File: src/rtl/smbFlagPkg.sv
package smbFlagPkg;
  localparam int FLAG_W = 8;
  localparam int SW_W   = 8;

  localparam int IDX_IRQ   = 0;
  localparam int IDX_ACK   = 1;
  localparam int IDX_STOP  = 2;
  localparam int IDX_STREQ = 3;
  localparam int IDX_ACKRQ = 4;
  localparam int IDX_ARB   = 5;
  localparam int IDX_TX    = 6;
  localparam int IDX_MST   = 7;

  typedef struct packed {
    logic [FLAG_W-1:0] hwSet;
    logic [FLAG_W-1:0] hwClr;
    logic [FLAG_W-1:0] swMask;
    logic [FLAG_W-1:0] swVal;
  } flagStrobes_t;
endpackage

File: src/rtl/smbFlagCtrl.sv
module smbFlagCtrl
  import smbFlagPkg::*;
(
  input  logic              clk,
  input  logic              rst,
  input  logic              evStartGen,
  input  logic              evStartDet,
  input  logic              evRepStart,
  input  logic              evAddrRcvd,
  input  logic              evStopDet,
  input  logic              evStopGen,
  input  logic              evFrameStart,
  input  logic              evByteSent,
  input  logic              evByteRcvd,
  input  logic              evAckCycle,
  input  logic              ackStrobe,
  input  logic              ackLevel,
  input  logic              sclLowDrive,
  input  logic              sdaLowOne,
  input  logic              slaveAddressed,
  input  logic              hwAckEn,
  input  logic              dataWrite,
  input  logic              swWrite,
  input  logic [SW_W-1:0]   swData,
  input  logic [FLAG_W-1:0] flagsQ,
  output flagStrobes_t      strobes
);
  logic wrPending;
  logic wroteForFrame;
  logic arbLost;
  logic swIrqClear;

  always_ff @(posedge clk) begin
    if (rst) begin
      wrPending <= 1'b0;
    end else if (evFrameStart) begin
      wrPending <= 1'b0;
    end else if (dataWrite) begin
      wrPending <= 1'b1;
    end
  end

  assign wroteForFrame = wrPending | dataWrite;
  assign arbLost = (evRepStart & flagsQ[IDX_MST] & ~flagsQ[IDX_STREQ])
                 | sclLowDrive | sdaLowOne;
  assign swIrqClear = swWrite & ~swData[IDX_IRQ];

  always_comb begin
    strobes = '0;
    strobes.hwSet[IDX_MST]   = evStartGen;
    strobes.hwClr[IDX_MST]   = evStopGen | arbLost;

    strobes.hwSet[IDX_TX]    = evStartGen | (evFrameStart & wroteForFrame);
    strobes.hwClr[IDX_TX]    = evStartDet | arbLost | (evFrameStart & ~wroteForFrame);

    strobes.hwSet[IDX_STREQ] = evAddrRcvd;

    strobes.hwSet[IDX_STOP]  = evStopDet & (slaveAddressed | arbLost);
    strobes.hwClr[IDX_STOP]  = evStopGen;

    strobes.hwSet[IDX_ACKRQ] = evByteRcvd & ~hwAckEn;
    strobes.hwClr[IDX_ACKRQ] = evAckCycle;

    strobes.hwSet[IDX_ARB]   = arbLost;

    strobes.hwSet[IDX_ACK]   = ackStrobe & ~ackLevel;
    strobes.hwClr[IDX_ACK]   = ackStrobe & ackLevel;

    strobes.hwSet[IDX_IRQ]   = evStartGen | arbLost | evByteSent | evByteRcvd
                             | evAddrRcvd | evStopDet;

    strobes.swMask[IDX_STREQ] = swWrite;
    strobes.swMask[IDX_STOP]  = swWrite;
    strobes.swMask[IDX_ACK]   = swWrite;
    strobes.swMask[IDX_IRQ]   = swIrqClear;
    strobes.swMask[IDX_ARB]   = swIrqClear;
    strobes.swVal[IDX_STREQ]  = swData[IDX_STREQ];
    strobes.swVal[IDX_STOP]   = swData[IDX_STOP];
    strobes.swVal[IDX_ACK]    = swData[IDX_ACK];
  end
endmodule

File: src/rtl/smbFlagRegs.sv
module smbFlagRegs
  import smbFlagPkg::*;
(
  input  logic              clk,
  input  logic              rst,
  input  flagStrobes_t      strobes,
  output logic [FLAG_W-1:0] flagsQ
);
  for (genvar i = 0; i < FLAG_W; i++) begin : g_flag
    always_ff @(posedge clk) begin
      if (rst) begin
        flagsQ[i] <= 1'b0;
      end else if (strobes.swMask[i]) begin
        flagsQ[i] <= strobes.swVal[i];
      end else if (strobes.hwSet[i]) begin
        flagsQ[i] <= 1'b1;
      end else if (strobes.hwClr[i]) begin
        flagsQ[i] <= 1'b0;
      end
    end
  end
endmodule

File: src/rtl/smbFlagUnit.sv
module smbFlagUnit
  import smbFlagPkg::*;
(
  input  logic              clk,
  input  logic              rst,
  input  logic              evStartGen,
  input  logic              evStartDet,
  input  logic              evRepStart,
  input  logic              evAddrRcvd,
  input  logic              evStopDet,
  input  logic              evStopGen,
  input  logic              evFrameStart,
  input  logic              evByteSent,
  input  logic              evByteRcvd,
  input  logic              evAckCycle,
  input  logic              ackStrobe,
  input  logic              ackLevel,
  input  logic              sclLowDrive,
  input  logic              sdaLowOne,
  input  logic              slaveAddressed,
  input  logic              hwAckEn,
  input  logic              dataWrite,
  input  logic              swWrite,
  input  logic [SW_W-1:0]   swData,
  input  logic              irqEnable,
  output logic [FLAG_W-1:0] flags,
  output logic              irqOut
);
  flagStrobes_t strobes;
  logic [FLAG_W-1:0] flagsQ;

  smbFlagCtrl u_ctrl (
    .clk(clk), .rst(rst),
    .evStartGen(evStartGen), .evStartDet(evStartDet), .evRepStart(evRepStart),
    .evAddrRcvd(evAddrRcvd), .evStopDet(evStopDet), .evStopGen(evStopGen),
    .evFrameStart(evFrameStart), .evByteSent(evByteSent), .evByteRcvd(evByteRcvd),
    .evAckCycle(evAckCycle), .ackStrobe(ackStrobe), .ackLevel(ackLevel),
    .sclLowDrive(sclLowDrive), .sdaLowOne(sdaLowOne),
    .slaveAddressed(slaveAddressed), .hwAckEn(hwAckEn), .dataWrite(dataWrite),
    .swWrite(swWrite), .swData(swData), .flagsQ(flagsQ), .strobes(strobes)
  );

  smbFlagRegs u_regs (
    .clk(clk), .rst(rst), .strobes(strobes), .flagsQ(flagsQ)
  );

  assign flags  = flagsQ;
  assign irqOut = flagsQ[IDX_IRQ] & irqEnable;
endmodule

File: config.mk
export PLATFORM = sky130hd
export DESIGN_NAME = smbFlagUnit
export DESIGN_NICKNAME = d
export VERILOG_FILES = /design/src/rtl/smbFlagPkg.sv /design/src/rtl/smbFlagCtrl.sv /design/src/rtl/smbFlagRegs.sv /design/src/rtl/smbFlagUnit.sv
export SDC_FILE = /design/constraint.sdc
export NUM_CORES = 1
export LEC_CHECK = 0
export ABC_AREA = 1
export BUFFER_PORTS_ARGS = -buffer_cell sky130_fd_sc_hd__buf_2
export CAP_MARGIN = 0
export CELL_PAD_IN_SITES_DETAIL_PLACEMENT = 2
export CELL_PAD_IN_SITES_GLOBAL_PLACEMENT = 2
export CORE_MARGIN = 4
export CORE_UTILIZATION = 16
export CTS_BUF_LIST = sky130_fd_sc_hd__clkbuf_4
export DETAILED_ROUTE_END_ITERATION = 8
export HOLD_SLACK_MARGIN = 0.1
export PLACE_DENSITY = 0.75
export SLEW_MARGIN = 40
export SYNTH_ARGS = -nofsm -noshare
export SYNTH_HDL_FRONTEND = slang
export SYNTH_SLANG_ARGS = --single-unit
File: constraint.sdc
create_clock -name clk -period 1.07 [get_ports clk]
set_input_delay 0.1605 -clock clk [delete_from_list [all_inputs] [get_ports clk]]
set_output_delay 0.1605 -clock clk [all_outputs]
set_load 0.01 [all_outputs]
==> metrics.yaml, run 1 <==
outcome: "finished clean"
critPathMaxFanout: 3
insertion_delay_ns: 0.27
grt_overflow: 0
power_switching_uw: 220
start_util: 0.175
ys_warn_count: 0
synth_nets: 85
io_buffers: 33
grt_pass1_wl_um: 2330
slew_headroom: 0.868
num_vias: 488
globalplace.congestion: 0.710
critPathLaunchType: "flip-flop"
grt_setup_unrepaired: "false"
avgSynthCellArea_um2: 7.24
intPower_uw: 602
final_cells: 122
post_cts_buffers: 0
dr.pass1.iters: 2
clock_sinks: 9
wl_met1_um: 538
wl_per_cell_um: 11.4
placed_cells: 117
r2r_start: "u_regs.flagsQ[3]"
core_area_mm2: 0.00232
skew_ns: 0.00454
first_global_vias: 536
hold_viol: 0
wl_met2_um: 682
cts_buffers: 3
setup_tns_ns: 0
top_layer_used: "met4"
num_rows: 17
ant_nets: 0
drt-vias-per-instance: 4.00
htreeDepth: 1
clock_path_buffers: 2
syn_area_um2: 405
drive_gt1_frac: 0.447
crit_path_start: "u_regs.flagsQ[0]"
cts_tree: "yes"
swShare: 0.267
maxCapViolations: 0
fp.dieW_um: 58.3
ys_seq_elements: 9
min_period_ns: 0.972
finalSetupViolCount: 0
ir_drop_mv: 0.518
diodes: 0
powerDensity_mw_per_mm2: 1270
timing.final.crit_share: 0.909
clkTransAtPathRegs_ns: 0.06
p_leak_nw: 0.353
grt_max_degree: 7
critPathKind: "reg2out"
antenna_found_initial: 0
syn_inst: 56
area_growth_pct: 59.6
drc: 0
worstMarginPinSlew_ns: 0.196
hp-start: "evAddrRcvd"
dieArea_mm2: 0.00340
max_freq_mhz: 1030
synth_cell_types: 16
combPwrFrac: 0.183
wl_um: 1390
io_pins: 38
cp-end-kind: "output port"
root_buffer: "clkbuf_4"
worstPathArrival_ns: 0.81
grt_util_all_layers: 0.0944
yosysSeqAreaShare: 0.444
dp_hpwl_um: 1230
crit_required_ns: 0.91
hold_class: "in2reg"
sequentialPowerShare: 0.452
drv_slew: 0
drt_iter0_markers: 3
p_clk_frac: 0.366
dieHeight_um: 58.3
wl_met3_um: 121
nNetsFinal: 124
[placed cells by master (no fill, tap or decap), drive strengths merged]
cell	Yosys	final
clkbuf	0	4
o21a	1	1
dfxtp	9	9
o21ai	5	5
dlygate4sd3	0	1
buf	0	33
nand3	3	3
nor3	1	1
nand4	2	2
nor2	8	8
nand2	7	7
nor3b	1	1
a21oi	7	7
inv	12	12
[cells by family after synthesis]
logic type | count (synthesis) | share of synthesized area
and+or+nand+nor | 22 | 0.269
DFF | 9 | 0.444
AOI/OAI and AO/OA | 13 | 0.176
buffers and inverters | 12 | 0.111
[flip-flops by register name, summed over array words and instances (netlist names)]
name / flops
u_regs.flagsQ: 8
u_ctrl.wrPending: 1
[critical path: stages (launching register included)]
cell and delay [ns]:
dfxtp_2 0.34, nand2_1 0.05, inv_1 0.04, buf_2 0.12
[repair_timing]
item | in CTS | in global routing
hold endpoints to repair | 1 | 0
endpoints found under the setup margin | 0 | 1
hold buffers | 1 | 0
resized for setup | 0 | 1
[cell type report]
type	instances	area (um2)
inverters	12	45.0
flip-flops and latches	9	181
fillers	302	1670
clock buffers	4	30.0
well taps	28	35.0
repair buffers	34	175
multi-input cells	35	180
[cells in the mapped netlist, drive strengths merged]
| library cell | count | area [um2] |
|---|---|---|
| a21oi | 7 | 38.8 |
| dfxtp | 9 | 180 |
| inv | 12 | 45.0 |
| nand2 | 7 | 26.3 |
| nand3 | 3 | 20.0 |
| nand4 | 2 | 12.5 |
| nor2 | 8 | 37.5 |
| nor3 | 1 | 5.00 |
| nor3b | 1 | 7.51 |
| o21a | 1 | 7.51 |
| o21ai | 5 | 25.0 |
[metal layers]
metal	vias up	track usage
li1	253	-
met1	212	0.0979
met2	18	0.152
met3	5	0.0395
met4	0	0.0695
met5	-	0
[worst paths after layout]
kind                            cells past startpoint          endpoint  slack [ns]
worst max-delay path                                3            irqOut         0.1
worst min-delay path                                3  u_regs.flagsQ[3]        0.12
worst max register to register                      4  u_regs.flagsQ[0]        0.19
worst min register to register                      2  u_regs.flagsQ[4]        0.47
[power by group through the flow]
| stage | Combinational, mW | Clock [mW] | Sequential (mW) |
|---|---|---|---|
| 6_report | 0.150 | 0.300 | 0.371 |
| 5_1_grt | 0.172 | 0.346 | 0.374 |
| 4_1_cts | 0.155 | 0.321 | 0.371 |
| 3_5_place_dp | 0.152 | 0 | 0.379 |
| 3_3_place_gp | 0.147 | 0 | 0.378 |
| 2_1_floorplan | 0.0519 | 0 | 0.388 |
[per-stage QoR]
step | instance area [um2] | utilization | hold slack (ns) | total power, mW | worst slack, ns
after global routing | 647 | 0.279 | 0.123 | 0.892 | 0.0188
final | 647 | 0.279 | 0.124 | 0.822 | 0.0976
after floorplan | 405 | - | 0.230 | 0.440 | 0.218
after global placement | 606 | 0.261 | 0.356 | 0.525 | 0.233
after detailed placement | 606 | 0.261 | 0.371 | 0.531 | 0.192
after CTS | 646 | 0.278 | 0.115 | 0.847 | 0.0350
Note: power is estimated with default switching activity, not from simulation.
==> inputs of run 2 (changes only) <==
ABC_AREA = default   (was 1)
CORE_UTILIZATION = 17   (was 16)
PLACE_DENSITY = 0.76   (was 0.75)
clock period = 1.1 ns   (was 1.07 ns; I/O delays follow)
==> run 2 against run 1 <==
Count of clock-buffer cells in the layout unchanged. Core utilization is 1.5 points higher. Sequential power decreased by 2%. First-iteration DRC count is 100% higher. Largest power group unchanged. Hold slack improved by 0.044 ns. Flip-flop and latch count stayed put. Synthesized cell count down 23%. Highest routed layer unchanged.
==> metrics.yaml, run 2 <==
max_freq_mhz: 979
nFillCells: 280  # was 302
path_cells: "inv_1 -> a311oi_2 -> buf_4 -> a311oi_1"  # was nand2_1 -> inv_1 -> buf_2
yosysTopAreaCellShare: 0.457  # was 0.444
drive_gt1_frac: 0.512  # was 0.447
p_leak_nw: 0.310  # was 0.353 nW
reg_top3: "u_regs.flagsQ (8), u_ctrl.wrPending (1)"  # unchanged
ys_warn_count: 0  # unchanged
fp.dieW_um: 56.2  # was 58.3 um
slew_headroom: 0.825  # was 0.868
layout_commonest_cell: "buf_2"  # unchanged
ir_drop_mv: 0.438  # was 0.518 mV
htreeDepth: 1  # unchanged
finalSetupViolCount: 0  # unchanged
drt-vias-per-instance: 4.43  # was 4.00
clkTransAtPathRegs_ns: 0.07  # was 0.06 ns
clock_path_buffers: 2  # unchanged
cts_buffers: 3  # unchanged
io_pins: 38  # unchanged
timing.final.crit_share: 0.928
skew_ns: 0.00601  # was 0.00454 ns
power_switching_uw: 199  # was 220 uW
synth_top_family_by_area: "simple AND/OR/NAND/NOR gates"  # unchanged
ys_seq_elements: 9  # unchanged
critPathLaunchType: "flip-flop"  # unchanged
area_growth_pct: 64.8  # was 59.6%
worstMarginPinSlew_ns: 0.260  # was 0.196 ns
post_dp_cell_area_um2: 602  # was 606 um2
insertion_delay_ns: 0.25  # was 0.27 ns
yosys.area_share.simple: 0.276  # was 0.269
post-route-util: 0.294  # was 0.279
synthXorXnorAreaFrac: 0  # unchanged
final_area_um2: 649  # was 647 um2
grt_pass1_wl_um: 2530  # was 2330 um
maxCapViolations: 0  # unchanged
slowest_stage: "dfxtp_2"  # unchanged
grt_util_all_layers: 0.102  # was 0.0944
synth_fa_ha_area_frac: 0  # unchanged
rrSetupSlack_ns: 0.08  # was 0.19 ns
r2r-end: "u_regs.flagsQ[0]"  # unchanged
synth_nets: 72  # was 85
cp-end-kind: "flip-flop"  # was output port
combPwrFrac: 0.194  # was 0.183
yosysMostFrequentCell: "dfxtp_1"  # was inv_1
synth.area.top_cells: "dfxtp_1, nand2b_1, nor2b_1"  # was dfxtp_1, inv_1, a21oi_1
antenna_found_initial: 0  # unchanged
swShare: 0.251  # was 0.267
r2r_start: "u_regs.flagsQ[3]"  # unchanged
outcome: "finished clean"  # unchanged
drc: 0  # unchanged
mostFrequentLayoutCells: "buf_2, dfxtp_1, clkbuf_4"  # was buf_2, inv_1, dfxtp_1
hold_class: "in2reg"  # unchanged
synth_edf_count: 0  # unchanged
wl_um: 1540  # was 1390 um
endpoint: "u_regs.flagsQ[0]"  # was irqOut
yosysSeqAreaShare: 0.457  # was 0.444
synth_cell_types: 21  # was 16
first_global_vias: 539  # was 536
cts_tree: "yes"  # unchanged
p_clk_frac: 0.351  # was 0.366
diodes: 0  # unchanged
powerDensity_mw_per_mm2: 1220  # was 1270 mW/mm2
syn_area_um2: 394  # was 405 um2
intPower_uw: 595  # was 602 uW
cpPeakStageDelay_ns: 0.35  # was 0.34 ns
post_cts_buffers: 0  # unchanged
sequentialPowerShare: 0.455  # was 0.452
placed_cells: 105  # was 117
critPathMaxFanout: 3  # unchanged
synth_top_flop_cell: "dfxtp_1"  # unchanged
clock_sinks: 9  # unchanged
drt_iter0_markers: 6  # was 3
start_util: 0.178  # was 0.175
dp_hpwl_um: 1200  # was 1230 um
reg2reg_depth: 4  # unchanged
grt_overflow: 0  # unchanged
synth_mux_area_frac: 0  # unchanged
root_buffer: "clkbuf_4"  # unchanged
largest_register_ffs: 8  # unchanged
avgSynthCellArea_um2: 9.17  # was 7.24 um2
final_cells: 110  # was 122
p_total_uw: 794  # was 822 uW
dr.pass1.iters: 4  # was 2
dieArea_mm2: 0.00315  # was 0.00340 mm2
synth_compound_area_frac: 0.219  # was 0.176
hold_viol: 0  # unchanged
wl_per_cell_um: 14.0  # was 11.4 um
async_reset_ff_frac: 0  # unchanged
crit_path_start: "u_regs.flagsQ[3]"  # was u_regs.flagsQ[0]
ant_nets: 0  # unchanged
drv_slew: 0  # unchanged
num_vias: 487  # was 488
num_rows: 17  # unchanged
critPathKind: "reg2reg"  # was reg2out
regMostFlops: "u_regs.flagsQ"  # unchanged
globalplace.congestion: 0.659  # was 0.710
grt_max_degree: 10  # was 7
crit_required_ns: 1.22  # was 0.91 ns
worstPathArrival_ns: 1.14  # was 0.81 ns
core_area_mm2: 0.00221  # was 0.00232 mm2
yosysTopAreaCell: "dfxtp_1"  # unchanged
whs_ns: 0.168  # was 0.124 ns
dieHeight_um: 56.2  # was 58.3 um
min_period_ns: 1.02
nNetsFinal: 112  # was 124
syn_inst: 43  # was 56
io_buffers: 33  # unchanged
## run 2: cell types whose count changed in the layout (fill, tap and decap cells not counted), sizes merged, moves of 3 or more
cell and delta:
a21oi -4, inv -9, nand2 -6, nand2b +3, nand3 -3, nor2 -6, nor2b +3, o21ai -5
## run 2: cell type report
cell class                 count  area, um2  share of cell area
multi-input combinational     30        201               0.310
timing repair buffer          36        190               0.293
sequential                     9        181               0.279
tap                           28       35.0              0.0539
clock buffer                   4       30.0              0.0462
inverter                       3       11.3              0.0173
## run 2: timing repair
item,CTS,global route
resized for setup,0,2
endpoints found under the hold margin,1,0
hold buffers,1,0
setup endpoints to repair,0,3
## run 2: how the worst min path moves through the flow
stage,to,depth (start not counted),startpoint
after floorplan,u_ctrl.wrPending,1,evFrameStart
after global placement,u_ctrl.wrPending,2,evFrameStart
after detailed placement,u_ctrl.wrPending,2,evFrameStart
after CTS,u_regs.flagsQ[1],3,swData[1]
after global routing,u_regs.flagsQ[4],3,evAckCycle
final,u_regs.flagsQ[4],3,evAckCycle
## run 2: through the flow
stage	setup TNS (ns)	worst slack, ns
final	0	0.0789
after global routing	-0.00768	-0.00768
after CTS	0	0.0156
after detailed placement	0	0.0260
after global placement	0	0.0704
after floorplan	0	0.0410
## run 2: cell families (layout without fill, tap and decap cells)
kind of cell	after synthesis	count (layout)
DFF	9	9
and+or+nand+nor	18	18
buffers and inverters	4	43
AOI/OAI and AO/OA	12	12
## run 2: layer usage
| layer | track usage | routed length [um] |
|---|---|---|
| met1 | 0.114 | 634 |
| met3 | 0.0186 | 64 |
| met2 | 0.182 | 824 |
| met4 | 0.0508 | 19 |
| met5 | 0 | 0 |
## run 2: power groups by stage
| stage | combinational, mW | clock, mW | sequential, mW |
|---|---|---|---|
| final | 0.154 | 0.279 | 0.362 |
| after global routing | 0.172 | 0.317 | 0.366 |
| after CTS | 0.154 | 0.293 | 0.361 |
| after detailed placement | 0.149 | 0 | 0.368 |
| after global placement | 0.144 | 0 | 0.367 |
| after floorplan | 0.0519 | 0 | 0.376 |
## run 2: critical path, delay by kind of cell (launching register included)
kind | cells | cell delay (ns)
AO/OA/AOI/OAI | 2 | 0.32
flip-flops | 1 | 0.35
buffers and inverters | 2 | 0.22
